===== config.mk =====
export PLATFORM = sky130hd
export DESIGN_NAME = wl_dispatch
export DESIGN_NICKNAME = d
export VERILOG_FILES = /design/src/rtl/disp_pkg.sv /design/src/rtl/disp_fifo.sv /design/src/rtl/disp_lightest.sv /design/src/rtl/disp_next_live.sv /design/src/rtl/disp_prng_pick.sv /design/src/rtl/wl_dispatch.sv
export SDC_FILE = /design/constraint.sdc
export NUM_CORES = 1
export LEC_CHECK = 0
export BUFFER_PORTS_ARGS = -buffer_cell sky130_fd_sc_hd__buf_4
export CORE_MARGIN = 2
export CORE_UTILIZATION = 46
export DETAILED_ROUTE_END_ITERATION = 10
export PLACE_DENSITY = 0.69
export SLEW_MARGIN = 25
export SYNTH_ARGS = -nofsm -noshare
export SYNTH_HDL_FRONTEND = slang
export SYNTH_SLANG_ARGS = --single-unit

===== constraint.sdc =====
create_clock -name clk -period 2.85 [get_ports clk]
set_clock_uncertainty 0.15 [all_clocks]
set_input_delay 0.1425 -clock clk [delete_from_list [all_inputs] [get_ports clk]]
set_output_delay 0.1425 -clock clk [all_outputs]
set_load 0.03 [all_outputs]

===== src/rtl/disp_pkg.sv =====
package disp_pkg;
  typedef enum logic [1:0] {
    POL_BALANCE = 2'b00,
    POL_NEXT    = 2'b01,
    POL_RANDOM  = 2'b10,
    POL_SPARE   = 2'b11
  } disp_policy_e;

  localparam int unsigned PRNG_W    = 16;
  localparam logic [15:0] PRNG_SEED = 16'hACE1;
  localparam logic [15:0] PRNG_TAPS = 16'hB400;
endpackage


===== src/rtl/disp_fifo.sv =====
module disp_fifo #(
  parameter int W     = 24,
  parameter int DEPTH = 8
) (
  input  logic         clk,
  input  logic         rst_n,
  input  logic         wr_valid,
  output logic         wr_ready,
  input  logic [W-1:0] wr_data,
  output logic         rd_valid,
  input  logic         rd_en,
  output logic [W-1:0] rd_data
);
  localparam int PTR_W = (DEPTH > 1) ? $clog2(DEPTH) : 1;
  localparam int CNT_W = $clog2(DEPTH + 1);

  logic [W-1:0]     mem [DEPTH];
  logic [PTR_W-1:0] wr_ptr_q, wr_ptr_d, rd_ptr_q, rd_ptr_d;
  logic [CNT_W-1:0] count_q, count_d;
  logic             push, pop;

  assign wr_ready = (count_q != CNT_W'(DEPTH));
  assign rd_valid = (count_q != '0);
  assign rd_data  = mem[rd_ptr_q];
  assign push     = wr_valid && wr_ready;
  assign pop      = rd_en && rd_valid;

  always_comb begin
    wr_ptr_d = wr_ptr_q;
    rd_ptr_d = rd_ptr_q;
    if (push) wr_ptr_d = (wr_ptr_q == PTR_W'(DEPTH - 1)) ? '0 : wr_ptr_q + 1'b1;
    if (pop)  rd_ptr_d = (rd_ptr_q == PTR_W'(DEPTH - 1)) ? '0 : rd_ptr_q + 1'b1;
    count_d = count_q + CNT_W'(push) - CNT_W'(pop);
  end

  always_ff @(posedge clk or negedge rst_n) begin
    if (!rst_n) begin
      wr_ptr_q <= '0;
      rd_ptr_q <= '0;
      count_q  <= '0;
    end else if (push || pop) begin
      wr_ptr_q <= wr_ptr_d;
      rd_ptr_q <= rd_ptr_d;
      count_q  <= count_d;
    end
  end

  always_ff @(posedge clk) begin
    if (push) mem[wr_ptr_q] <= wr_data;
  end

  // occupancy never exceeds the storage
  assert_no_overflow_R10: assert property (@(posedge clk) disable iff (!rst_n)
    count_q <= CNT_W'(DEPTH));
endmodule


===== src/rtl/disp_lightest.sv =====
module disp_lightest #(
  parameter int NUM_PE = 4,
  parameter int CNT_W  = 6,
  parameter int SUM_W  = 16,
  parameter int IDX_W  = 2
) (
  input  logic [NUM_PE-1:0]       live,
  input  logic [NUM_PE*CNT_W-1:0] cnt_flat,
  input  logic [NUM_PE*SUM_W-1:0] sum_flat,
  output logic                    found,
  output logic [IDX_W-1:0]        idx
);
  localparam int KEY_W = CNT_W + SUM_W;

  logic [KEY_W-1:0] key_arr [NUM_PE];

  genvar g;
  generate
    for (g = 0; g < NUM_PE; g++) begin : g_key
      assign key_arr[g] = {cnt_flat[g*CNT_W +: CNT_W], sum_flat[g*SUM_W +: SUM_W]};
    end
  endgenerate

  always_comb begin
    logic [KEY_W-1:0] best;
    logic [IDX_W-1:0] ii;
    found = 1'b0;
    idx   = '0;
    best  = '1;
    for (int i = 0; i < NUM_PE; i++) begin
      ii = IDX_W'(i);
      if (live[ii] && (!found || key_arr[ii] < best)) begin
        found = 1'b1;
        best  = key_arr[ii];
        idx   = ii;
      end
    end
  end
endmodule


===== src/rtl/disp_next_live.sv =====
module disp_next_live #(
  parameter int NUM_PE = 4,
  parameter int IDX_W  = 2
) (
  input  logic [NUM_PE-1:0] live,
  input  logic [IDX_W-1:0]  last,
  output logic              found,
  output logic [IDX_W-1:0]  idx
);
  always_comb begin
    int c;
    logic [IDX_W-1:0] ci;
    found = 1'b0;
    idx   = '0;
    for (int k = 1; k <= NUM_PE; k++) begin
      c  = (int'(last) + k) % NUM_PE;
      ci = c[IDX_W-1:0];
      if (!found && live[ci]) begin
        found = 1'b1;
        idx   = ci;
      end
    end
  end
endmodule


===== src/rtl/disp_prng_pick.sv =====
module disp_prng_pick
  import disp_pkg::*;
#(
  parameter int NUM_PE = 4,
  parameter int IDX_W  = 2
) (
  input  logic              clk,
  input  logic              rst_n,
  input  logic              step,
  input  logic [NUM_PE-1:0] live,
  output logic              found,
  output logic [IDX_W-1:0]  idx
);
  logic [PRNG_W-1:0] lfsr_q, lfsr_d;

  always_comb begin
    lfsr_d = {1'b0, lfsr_q[PRNG_W-1:1]} ^ (lfsr_q[0] ? PRNG_TAPS : '0);
  end

  always_ff @(posedge clk or negedge rst_n) begin
    if (!rst_n)    lfsr_q <= PRNG_SEED;
    else if (step) lfsr_q <= lfsr_d;
  end

  assign idx   = IDX_W'(lfsr_q % PRNG_W'(NUM_PE));
  assign found = live[idx];
endmodule


===== src/rtl/wl_dispatch.sv =====
module wl_dispatch
  import disp_pkg::*;
#(
  parameter int NUM_PE    = 4,
  parameter int ID_W      = 8,
  parameter int EXEC_W    = 16,
  parameter int CNT_W     = 6,
  parameter int SUM_W     = 16,
  parameter int RCL_DEPTH = 8,
  localparam int IDX_W    = (NUM_PE > 1) ? $clog2(NUM_PE) : 1
) (
  input  logic                    clk,
  input  logic                    rst_n,
  input  logic [1:0]              sel_policy,
  input  logic                    in_valid,
  output logic                    in_ready,
  input  logic [ID_W-1:0]         in_task_id,
  input  logic [EXEC_W-1:0]       in_exec,
  output logic [NUM_PE-1:0]       out_valid,
  input  logic [NUM_PE-1:0]       out_ready,
  output logic [ID_W-1:0]         out_task_id,
  output logic [EXEC_W-1:0]       out_exec,
  input  logic [NUM_PE*CNT_W-1:0] st_count,
  input  logic [NUM_PE*SUM_W-1:0] st_sum,
  input  logic                    fault_valid,
  input  logic [IDX_W-1:0]        fault_pe,
  input  logic                    ret_valid,
  output logic                    ret_ready,
  input  logic [ID_W-1:0]         ret_task_id,
  input  logic [EXEC_W-1:0]       ret_exec,
  output logic                    no_target
);
  localparam int TASK_W = ID_W + EXEC_W;

  // reset: asserted asynchronously, released on a clock edge
  logic [1:0] rst_sync_q;
  logic       rst_ni;
  always_ff @(posedge clk or negedge rst_n) begin
    if (!rst_n) rst_sync_q <= 2'b00;
    else        rst_sync_q <= {rst_sync_q[0], 1'b1};
  end
  assign rst_ni = rst_sync_q[1];

  disp_policy_e pol;
  assign pol = disp_policy_e'(sel_policy);

  // state
  logic [NUM_PE-1:0] alive_q, alive_d;
  logic              stg_vld_q, stg_vld_d, stg_pend_q, stg_pend_d;
  logic [IDX_W-1:0]  stg_tgt_q, stg_tgt_d, rr_last_q;
  logic [ID_W-1:0]   stg_id_q, stg_id_d;
  logic [EXEC_W-1:0] stg_exec_q, stg_exec_d;

  // fault view used for every selection in this cycle
  logic [NUM_PE-1:0] fault_mask, live_eff;
  assign fault_mask = fault_valid ? (NUM_PE'(1) << fault_pe) : '0;
  assign live_eff   = alive_q & ~fault_mask;

  // reclaim FIFO
  logic              rcl_rd_valid, rcl_rd_en;
  logic [TASK_W-1:0] rcl_rd_data;

  disp_fifo #(.W(TASK_W), .DEPTH(RCL_DEPTH)) u_reclaim (
    .clk      (clk),
    .rst_n    (rst_ni),
    .wr_valid (ret_valid),
    .wr_ready (ret_ready),
    .wr_data  ({ret_task_id, ret_exec}),
    .rd_valid (rcl_rd_valid),
    .rd_en    (rcl_rd_en),
    .rd_data  (rcl_rd_data)
  );

  // candidate selectors
  logic             lt_found, nx_found, rn_found, rn_step;
  logic [IDX_W-1:0] lt_idx, nx_idx, rn_idx;

  disp_lightest #(.NUM_PE(NUM_PE), .CNT_W(CNT_W), .SUM_W(SUM_W), .IDX_W(IDX_W)) u_lightest (
    .live     (live_eff),
    .cnt_flat (st_count),
    .sum_flat (st_sum),
    .found    (lt_found),
    .idx      (lt_idx)
  );

  disp_next_live #(.NUM_PE(NUM_PE), .IDX_W(IDX_W)) u_next (
    .live  (live_eff),
    .last  (rr_last_q),
    .found (nx_found),
    .idx   (nx_idx)
  );

  disp_prng_pick #(.NUM_PE(NUM_PE), .IDX_W(IDX_W)) u_prng (
    .clk   (clk),
    .rst_n (rst_ni),
    .step  (rn_step),
    .live  (live_eff),
    .found (rn_found),
    .idx   (rn_idx)
  );

  logic             sel_ok;
  logic [IDX_W-1:0] sel_idx;
  always_comb begin
    case (pol)
      POL_NEXT:   begin sel_ok = nx_found; sel_idx = nx_idx; end
      POL_RANDOM: begin sel_ok = rn_found; sel_idx = rn_idx; end
      default:    begin sel_ok = lt_found; sel_idx = lt_idx; end
    endcase
  end

  // stage control
  logic accept, tgt_hit, need_tgt, stage_free, src_avail, load, sel_take;
  assign accept     = stg_vld_q && out_ready[stg_tgt_q];
  assign tgt_hit    = stg_vld_q && fault_mask[stg_tgt_q] && !accept;
  assign need_tgt   = stg_pend_q || tgt_hit;
  assign stage_free = (!stg_vld_q && !stg_pend_q) || accept;
  assign src_avail  = rcl_rd_valid || in_valid;
  assign load       = stage_free && src_avail && sel_ok;
  assign sel_take   = load || (need_tgt && sel_ok);
  assign rcl_rd_en  = load && rcl_rd_valid;
  assign in_ready   = stage_free && !rcl_rd_valid && sel_ok;
  assign rn_step    = (pol == POL_RANDOM) && ((stage_free && src_avail) || need_tgt);

  always_comb begin
    alive_d    = alive_q & ~fault_mask;
    stg_vld_d  = stg_vld_q;
    stg_pend_d = stg_pend_q;
    stg_tgt_d  = stg_tgt_q;
    stg_id_d   = stg_id_q;
    stg_exec_d = stg_exec_q;
    if (load) begin
      stg_vld_d  = 1'b1;
      stg_pend_d = 1'b0;
      stg_tgt_d  = sel_idx;
      if (rcl_rd_valid) {stg_id_d, stg_exec_d} = rcl_rd_data;
      else              {stg_id_d, stg_exec_d} = {in_task_id, in_exec};
    end else if (need_tgt) begin
      stg_vld_d  = sel_ok;
      stg_pend_d = !sel_ok;
      stg_tgt_d  = sel_ok ? sel_idx : stg_tgt_q;
    end else if (accept) begin
      stg_vld_d  = 1'b0;
    end
  end

  logic alive_en, stg_en, rr_en;
  assign alive_en = fault_valid;
  assign stg_en   = load || need_tgt || accept;
  assign rr_en    = (pol == POL_NEXT) && sel_take;

  always_ff @(posedge clk or negedge rst_ni) begin
    if (!rst_ni) begin
      alive_q    <= '1;
      stg_vld_q  <= 1'b0;
      stg_pend_q <= 1'b0;
      stg_tgt_q  <= '0;
      rr_last_q  <= IDX_W'(NUM_PE - 1);
    end else begin
      if (alive_en) alive_q <= alive_d;
      if (stg_en) begin
        stg_vld_q  <= stg_vld_d;
        stg_pend_q <= stg_pend_d;
        stg_tgt_q  <= stg_tgt_d;
      end
      if (rr_en) rr_last_q <= sel_idx;
    end
  end

  always_ff @(posedge clk or negedge rst_ni) begin
    if (!rst_ni) begin
      stg_id_q   <= '0;
      stg_exec_q <= '0;
    end else if (load) begin
      stg_id_q   <= stg_id_d;
      stg_exec_q <= stg_exec_d;
    end
  end

  assign out_valid   = stg_vld_q ? (NUM_PE'(1) << stg_tgt_q) : '0;
  assign out_task_id = stg_id_q;
  assign out_exec    = stg_exec_q;
  assign no_target   = ~|alive_q;

  // an unaccepted offer stays put unless its target fails
  assert_hold_offer_R5: assert property (@(posedge clk) disable iff (!rst_ni)
    (stg_vld_q && !accept && !tgt_hit) |=>
      ($stable(out_valid) && $stable(out_task_id) && $stable(out_exec)));

  // only live elements are offered tasks
  assert_live_target_R6: assert property (@(posedge clk) disable iff (!rst_ni)
    (out_valid & ~alive_q) == '0);

  // a dead element never comes back
  assert_dead_stays_R6: assert property (@(posedge clk) disable iff (!rst_ni)
    (alive_q & ~$past(alive_q)) == '0);

  // nothing moves when no element is left
  assert_no_target_idle_R6: assert property (@(posedge clk) disable iff (!rst_ni)
    no_target |-> (out_valid == '0 && !in_ready));

  // a failed target's task is kept and re-offered
  assert_retarget_R8: assert property (@(posedge clk) disable iff (!rst_ni)
    (tgt_hit && (|live_eff) && pol != POL_RANDOM) |=>
      (out_valid != '0 && $stable(out_task_id) && $stable(out_exec)));
endmodule


==> metrics.cfg <==
[routing]
num_vias=9100
wl_per_cell_um=19.7
routed_wl_um=32500
first_pass_iters=5
drt_iter0_markers=620
avgViaCountPerCell=5.52
detail-route-antenna-nets=0
drc=0

[grt]
grt_use_total_pct=22.5
grt_pass1_vias=9201
grt_pass1_wl_um=49900
grt_remaining_overflow=0
antenna_found_initial=2
grt_max_degree=50

[outcome]
outcome=finished with violations
violations=setup timing

[floorplan]
die_x_um=168
die_area_um2=28400
start_util_pct=46.5
die_height_um=168
core_area_um2=26700
io-pin-count=180
std_cell_rows=60

[placed_design]
portBuffers=179
dp_hpwl_um=21500
gp_congestion=0.912
place_area_um2=15200

[timing]
fmax_mhz=144
period_needed_ns=6.94
max-slew-margin-rel_pct=59.4
worst_pin_slew_ns=0.609
maxSlewViolCount=0
final_hold_viol_count=0
tns_ns=-24.78
setup_viol_count_final=36
setup_ws_ns=-4.09
rsz0062_at_grt=true
min_period_over_period_pct=243

[power_and_ir_drop]
p_per_area_nw_per_um2=557
ir_worst_vdd_mv=0.507
p_leak_nw=7.04

[setup_path]
worstSetupStartpointType=flip-flop
cp.required_ns=3.12
path_class=flip-flop to flip-flop
cp_slowest_cell=or4_4
max_stage_delay_ns=0.59
critPathArrivalTime_ns=7.20
endpoint_kind=flip-flop
crit_fanout=12

[yosys]
yosysSeqAreaShare_pct=59.0
synth-compound-area-share_pct=9.59
synth_xor_xnor_area_share_pct=0.563
synth_cell_types=64
syn-cell-area_um2=12400
ys_async_sr_fraction_pct=24.4
synthCells=915
synth_top_family_by_area=multiplexers
yosys_warnings=0
ys.flop_type=edfxtp_1
syn-num-nets=1139
muxShareOfSynthArea_pct=12.9
synthSimpleGateAreaFrac_pct=7.97
synthAdderAreaFrac_pct=7.70
synth_edf_count=192
syn_area_per_cell_um2=13.6
postSynthRegisterBits=254

[cts]
cts_htree_levels=1
cts_num_sinks=254
worstSkewPairLatency_ns=0.53
cts_tree=yes
cts_root_buf=clkbuf_16
cts_buffers=26
clk_pin_slew_ns=0.06
cts_buffer_depth=3

[layout]
final_cell_mix=buf_4 (304), edfxtp_1 (192), nand2_1 (87)
nets=1512
layout_commonest_cell=buf_4
syn_to_final_growth_pct=39.9
drive_gt1_share_pct=43.6
stdcell_area_um2=17400

[job]
drv_cap=0

[worst_hold_path]
hold_path_class=input port to flip-flop

-- critical path: cells and delay by family (launching register included) --
kind	cells	cell delay, ns
AO/OA/AOI/OAI	15	3.06
AND/OR/NAND/NOR	9	1.51
adder cells (fa/ha/maj)	3	0.85
buffers and inverters	5	0.65
flip-flops	1	0.58
-- cell usage after synthesis, types with 3 or more instances --
master | count | area share, %
mux4_2 | 50 | 9.1
buf_2 | 7 | 0.28
nand2b_1 | 8 | 0.40
inv_1 | 21 | 0.63
nor3_1 | 10 | 0.40
nand2_1 | 97 | 2.9
o21ai_0 | 76 | 3.1
nor2_1 | 70 | 2.1
o211ai_1 | 4 | 0.24
a221o_1 | 3 | 0.24
dfrtp_1 | 48 | 9.7
mux2i_1 | 27 | 2.2
a2111oi_0 | 4 | 0.28
xnor2_1 | 8 | 0.56
buf_4 | 4 | 0.24
a21oi_2 | 3 | 0.21
buf_1 | 7 | 0.21
nand4_1 | 5 | 0.25
ha_1 | 74 | 7.4
mux2_2 | 19 | 1.7
o21ai_1 | 12 | 0.48
o21a_1 | 5 | 0.30
and4_1 | 6 | 0.42
and3_1 | 3 | 0.15
a211oi_1 | 4 | 0.24
clkbuf_1 | 22 | 0.66
edfxtp_1 | 192 | 46
dfstp_2 | 14 | 3.0
a21oi_1 | 42 | 1.7
nand3_1 | 12 | 0.48
a21o_1 | 16 | 0.97
-- final timing paths --
check	startpoint	end	slack (ns)	depth (start not counted)
worst max-delay path	alive_q[0]	stg_tgt_q[0]	-4.09	32
worst max register to register	alive_q[0]	stg_tgt_q[0]	-4.09	32
worst min-delay path	st_count[17]	rr_last_q[0]	0.10	7
min in group asynchronous	rst_sync_q[1]	out_task_id[1]	0.13	0
max in group asynchronous	rst_sync_q[1]	u_prng.lfsr_q[11]	1.75	1
worst min register to register	rst_sync_q[1]	out_task_id[1]	0.13	0
-- timing repair --
action	CTS	global route
hold buffers	54	0
hold endpoints to repair	225	0
pin swaps	22	27
gates cloned	5	0
resized for setup	69	90
setup buffers	18	17
setup endpoints to repair	19	36
-- logic make-up (layout without fill, tap and decap cells) --
family,count (synthesis),after routing
AOI/OAI and AO/OA,192,192
xor gates and xnor gates,8,8
adders and majority gates,76,76
buffers and inverters,64,454
DFF,254,254
muxes,96,96
other,1,3
and+or+nand+nor,224,226
-- area by class of cell --
cell class              instances  area, um^2
clock inverters                13         124
inverters                      22        87.6
clock buffers                  34         681
fillers                      1935        9330
multi-input cells             599        5470
diodes                          2        5.00
repair buffers                385        3260
well taps                     341         427
flip-flops and latches        254        7340
-- where the power goes --
group	internal, mW	switching [mW]	leakage, nW	total (mW)
Clock	1.86	1.34	0.389	3.20
Sequential	4.57	0.216	2.53	4.78
Combinational	0.789	0.928	4.12	1.72
Total	7.22	2.48	7.04	9.70
-- through the flow --
step           utilization, %  setup slack, ns  total power [mW]  hold WS, ns  instances
2_1_floorplan               -            -3.91              5.65       -0.303        915
3_3_place_gp             57.1            -4.08              6.33       -0.224       1514
3_5_place_dp             57.1            -4.23              6.39       -0.222       1514
4_1_cts                  63.8            -4.08              9.67       0.0902       1638
5_1_grt                  65.1            -4.36              10.1        0.112       1649
6_report                 65.1            -4.09              9.70        0.100       1650
-- layer usage --
layer / GRT usage [%] / up-vias / share of wire (%)
met4: 5.85 / 0 / 2.5
met2: 39.3 / 338 / 50
met5: 0 / - / 0
met1: 29.9 / 4450 / 42
li1: - / 4251 / -
met3: 2.84 / 61 / 6.0
-- registers in the layout, summed over array words and instances, names as in the netlist --
register	count
rst_sync_q	2
u_reclaim.wr_ptr_q	3
stg_tgt_q	2
out_task_id	8
u_prng.lfsr_q	16
rr_last_q	2
out_exec	16
u_reclaim.mem	192
alive_q	4
u_reclaim.rd_ptr_q	3
stg_vld_q	1
stg_pend_q	1
u_reclaim.count_q	4
(Power assumes the default switching activity.)
